===== config.mk =====
export PLATFORM = sky130hd
export DESIGN_NAME = hbm_host_port
export DESIGN_NICKNAME = d
export VERILOG_FILES = /design/src/rtl/hbm_pkg.sv /design/src/rtl/hbm_style_detect.sv /design/src/rtl/hbm_vector_reg.sv /design/src/rtl/hbm_host_port.sv
export SDC_FILE = /design/constraint.sdc
export NUM_CORES = 1
export LEC_CHECK = 0
export CELL_PAD_IN_SITES_DETAIL_PLACEMENT = 0
export CELL_PAD_IN_SITES_GLOBAL_PLACEMENT = 1
export CORE_ASPECT_RATIO = 1.25
export CORE_MARGIN = 1
export CORE_UTILIZATION = 32
export CTS_CLUSTER_DIAMETER = 40
export DETAILED_ROUTE_END_ITERATION = 8
export PLACE_DENSITY_LB_ADDON = 0.15
export SYNTH_ARGS = -nofsm -noshare
export SYNTH_HDL_FRONTEND = slang
export SYNTH_SLANG_ARGS = --single-unit

===== constraint.sdc =====
create_clock -name clk -period 1.8 [get_ports clk]
set_input_delay 0.54 -clock clk [delete_from_list [all_inputs] [get_ports clk]]
set_output_delay 0.54 -clock clk [all_outputs]
set_load 0.005 [all_outputs]

===== src/rtl/hbm_pkg.sv =====
package hbm_pkg;
    typedef enum logic {
        STYLE_SEP = 1'b0,
        STYLE_RW  = 1'b1
    } bus_style_e;
endpackage


===== src/rtl/hbm_style_detect.sv =====
module hbm_style_detect
    import hbm_pkg::*;
(
    input  logic       clk,
    input  logic       rst_n,
    input  logic       cs_n,
    input  logic       wr_n,
    output bus_style_e style_o,
    output logic       dtack_n_o
);
    typedef struct packed {
        logic       wr_prev;
        logic       locked;
        bus_style_e style;
        logic       dtack;
    } det_state_t;

    det_state_t st_d, st_q;
    logic       wr_fall;

    always_comb begin
        st_d         = st_q;
        wr_fall      = st_q.wr_prev & ~wr_n;
        st_d.wr_prev = wr_n;
        if (!st_q.locked && wr_fall) begin
            st_d.locked = 1'b1;
            st_d.style  = cs_n ? STYLE_RW : STYLE_SEP;
        end
        st_d.dtack = (st_q.style == STYLE_RW) & ~cs_n;
    end

    always_ff @(posedge clk or negedge rst_n) begin
        if (!rst_n) begin
            st_q <= '{wr_prev: 1'b1, locked: 1'b0, style: STYLE_SEP, dtack: 1'b0};
        end else begin
            st_q <= st_d;
        end
    end

    assign style_o   = st_q.style;
    assign dtack_n_o = ~(st_q.dtack & ~cs_n);


    rw_sticky_chk: assert property (@(posedge clk) disable iff (!rst_n)
        (st_q.style == STYLE_RW) |=> (st_q.style == STYLE_RW));

    lock_hold_chk: assert property (@(posedge clk) disable iff (!rst_n)
        st_q.locked |=> $stable(st_q.style));

    dtack_due_chk: assert property (@(posedge clk) disable iff (!rst_n)
        ((st_q.style == STYLE_RW) && !cs_n) |=> (cs_n || !dtack_n_o));

    dtack_quiet_chk: assert property (@(posedge clk) disable iff (!rst_n)
        (st_q.style == STYLE_SEP) |-> dtack_n_o);
endmodule


===== src/rtl/hbm_vector_reg.sv =====
module hbm_vector_reg
    import hbm_pkg::*;
#(
    parameter int                VEC_W      = 8,
    parameter logic [VEC_W-1:0]  DEF_SEP    = '0,
    parameter logic [VEC_W-1:0]  DEF_RW     = VEC_W'(8'h0F)
)(
    input  logic             clk,
    input  logic             rst_n,
    input  logic             we,
    input  logic [VEC_W-1:0] wdata,
    input  bus_style_e       style,
    output logic [VEC_W-1:0] vec_o
);
    typedef struct packed {
        logic             written;
        logic [VEC_W-1:0] value;
    } vec_state_t;

    vec_state_t st_d, st_q;

    always_comb begin
        st_d = st_q;
        if (we) begin
            st_d.written = 1'b1;
            st_d.value   = wdata;
        end
    end

    always_ff @(posedge clk or negedge rst_n) begin
        if (!rst_n) begin
            st_q <= '0;
        end else begin
            st_q <= st_d;
        end
    end

    always_comb begin
        if (st_q.written) begin
            vec_o = st_q.value;
        end else if (style == STYLE_RW) begin
            vec_o = DEF_RW;
        end else begin
            vec_o = DEF_SEP;
        end
    end


    vec_load_chk: assert property (@(posedge clk) disable iff (!rst_n)
        we |=> (vec_o == $past(wdata)));
endmodule


===== src/rtl/hbm_host_port.sv =====
module hbm_host_port
    import hbm_pkg::*;
#(
    parameter int VEC_W = 8
)(
    input  logic             clk,
    input  logic             rst_n,
    input  logic             cs_n,
    input  logic             wr_n,
    input  logic             iack_n,
    input  logic             irq_en,
    input  logic             pend_n,
    input  logic             vec_we,
    input  logic [VEC_W-1:0] vec_wdata,
    output logic             style_rw,
    output logic             dtack_oe,
    output logic             dtack_n,
    output logic             irq_n,
    output logic             vec_oe,
    output logic [VEC_W-1:0] vec_out
);
    bus_style_e       style;
    logic [VEC_W-1:0] vec_cur;

    hbm_style_detect u_detect (
        .clk       (clk),
        .rst_n     (rst_n),
        .cs_n      (cs_n),
        .wr_n      (wr_n),
        .style_o   (style),
        .dtack_n_o (dtack_n)
    );

    hbm_vector_reg #(.VEC_W(VEC_W)) u_vector (
        .clk   (clk),
        .rst_n (rst_n),
        .we    (vec_we),
        .wdata (vec_wdata),
        .style (style),
        .vec_o (vec_cur)
    );

    always_comb begin
        style_rw = (style == STYLE_RW);
        dtack_oe = style_rw;
        irq_n    = ~(irq_en & ~pend_n);
        vec_oe   = irq_en & ~iack_n;
        vec_out  = vec_oe ? vec_cur : '0;
    end


    irq_out_chk: assert property (@(posedge clk) disable iff (!rst_n)
        (irq_en && !pend_n) |-> !irq_n);

    vec_idle_chk: assert property (@(posedge clk) disable iff (!rst_n)
        !vec_oe |-> (vec_out == '0));

    oe_style_chk: assert property (@(posedge clk) disable iff (!rst_n)
        dtack_oe |-> style_rw);
endmodule


==> results.cfg <==
[outcome]
outcome = finished, final reports clean

[place]
place_ws_ns = -0.675
place_hpwl_um = 913
portBuffers = 28
gp_congestion = 0.639

[cells_and_area]
syn2layout_area_growth_pct = 52.8
post_route_cells_drive_above_1_share = 0.500
antennaDiodeCount = 0
layout.nets = 99

[global_route]
antenna_found_initial = 0
grt_pass1_vias = 454
grt_pass1_wl_um = 2050
overflow = 0
grt_max_degree = 14
grt_use_total = 0.130

[clock_network]
postCtsHoldBufs = 0
cts_tree = built
cts_sinks = 13
clk_latency_ns = 0.27
cts-root-buf = clkbuf_4
htreeDepth = 1
cts_buffer_depth = 2
clk_pin_slew_ns = 0.08
cts-buffers-inserted = 3

[critical_path]
worstSetupPathType = in -> out
arrival_ns = 1.22
r2r_cells = 2
cp-end-kind = output pin
crit_path_start_kind = input port
crit_slowest_cell = clkdlybuf4s15_1
cp_cell_sequence = clkdlybuf4s15_1 > nand2b_4 > inv_4 > and3_1 > buf_2
path_max_fanout = 5
worstPathRequired_ns = 1.26
slowest_delay_ns = 0.17

[sta]
fmax_mhz = 568
drv_slew = 0
tightest_slew_ns = 0.170
hold_viol_final = 0
slew_headroom = 0.887
worst_hold_slack_ns = 0.484
setup_viol = 0
rsz0062_at_grt = false
finClkSkew_ns = 0.00212
period_needed_ns = 1.76
final.period_utilization = 0.978
timing.final.ws_setup_ns = 0.0389

[detailed_routing]
ant_nets = 0
drt_pass1_iterations = 2
drt-initial-drc-count = 3
drt_drc_violations_left = 0
wl_per_cell_um = 12.8
via_per_inst = 4.78
wl_um = 1290
vias = 483

[synth]
synth.avg_cell_area_um2 = 13.3
ys_warn_count = 0
yosys-top-cells-area = dfrtp_1 48%, mux2_4 22%, nand2b_4 4.4%
synth_top_cell_by_area = dfrtp_1
yosysSeqAreaShare = 0.522
synthCells = 47
synthDominantCellAreaShare = 0.480
syn-num-nets = 63
syn-cell-area_um2 = 626
ys_seq_elements = 13
ys_types = 16

[die]
dieArea_um2 = 2140
start_util = 0.346
core-area_um2 = 1810
die_w_um = 41.5
chipHeight_um = 51.4
rows = 17
boundaryPins = 29

[worst_hold_path]
hold_class = reg -> reg
hold-path-cell-count = 1

[power_and_ir_drop]
cellLeakagePower_uw = 0.000493
irDropWorstVdd_mv = 0.297
power_uw = 666
p_per_area_nw_per_um2 = 697

[job]
cap_violations = 0
## area by class of cell
class	count	area [µm²]
fillers	165	852
flip-flops and latches	13	328
multi-input cells	29	288
repair buffers	34	280
clock buffers	4	26.3
well taps	19	23.8
inverters	2	10.0
## worst paths after layout
check	start	end	slack, ns
worst max-delay path	iack_n	vec_out[4]	0.04
worst min-delay path	u_detect.st_q[2]	u_detect.st_q[2]	0.48
worst max register to register	u_detect.st_q[3]	u_detect.style_o	0.66
worst min register to register	u_detect.st_q[2]	u_detect.st_q[2]	0.48
max in group asynchronous	rst_n	u_detect.st_q[3]	1.00
min in group asynchronous	rst_n	u_detect.st_q[2]	0.57
## synthesized netlist by cell type, drive strengths merged
master,instances
nor2b,1
mux2,9
buf,2
or2,1
and3,4
nand2,4
dfrtp,12
nand2b,4
clkbuf,1
a21o,1
nor3b,1
dfstp,1
a21oi,4
inv,2
## report_power, final
| group | switching [µW] | total, µW | leakage, µW | internal [µW] |
|---|---|---|---|---|
| combinational | 52.6 | 158 | 0.000331 | 106 |
| sequential | 12.8 | 331 | 0.000147 | 318 |
| clock | 91.0 | 177 | 0.0000150 | 85.7 |
## per-stage QoR
| step | utilization | cells | setup TNS (ns) | cell area (µm²) |
|---|---|---|---|---|
| finish | 0.529 | 101 | 0 | 956 |
| global route | 0.529 | 101 | 0 | 956 |
| CTS | 0.534 | 101 | 0 | 965 |
| detailed placement | 0.522 | 96 | -6.10 | 943 |
| global placement | 0.522 | 96 | -5.98 | 943 |
| floorplan | - | 47 | 0 | 626 |
## sequential cells by signal, summed over array words and instances, names as in the netlist
register	flops
u_detect.style_o	1
u_detect.st_q	3
u_vector.st_q	9
## cell families (layout without fill, tap and decap cells)
kind of cell | after synthesis | after routing | synth area share
AO/OA/AOI/OAI | 5 | 5 | 0.0440
AND/OR/NAND/NOR | 15 | 15 | 0.168
multiplexers | 9 | 9 | 0.216
buffers and inverters | 5 | 40 | 0.0500
flip-flops | 13 | 13 | 0.522
## layer usage
metal  GRT usage  wire length [µm]  up-vias
met3      0.0353                68        0
met1       0.161               586      241
met4      0.0645                 0        0
met2       0.208               636       16
li1            -                 -      226
met5           0                 0        -
## repair_timing
item | in CTS | in global routing
buffers inserted | 1 | 0
resized for setup | 49 | 6
pin swaps | 3 | 0
cloned | 0 | 0
setup endpoints to repair | 13 | 7
## worst max-delay path: cells and delay by family
family | cells | cell delay, ns
simple gates | 2 | 0.34
buf+inv | 3 | 0.34
## placed cells by master, fill, tap and decap left out, drive strengths merged
cell           count
dfstp              1
dlygate4sd2        1
clkdlybuf4s50     13
clkdlybuf4s15      1
a21oi              4
buf               14
clkbuf             7
or2                1
nand2              4
and3               4
inv                2
nor2b              1
dfrtp             12
dlymetal6s2s       2
mux2               9
a21o               1
nand2b             4
nor3b              1
No activity file was read; power rests on OpenSTA's default activity.
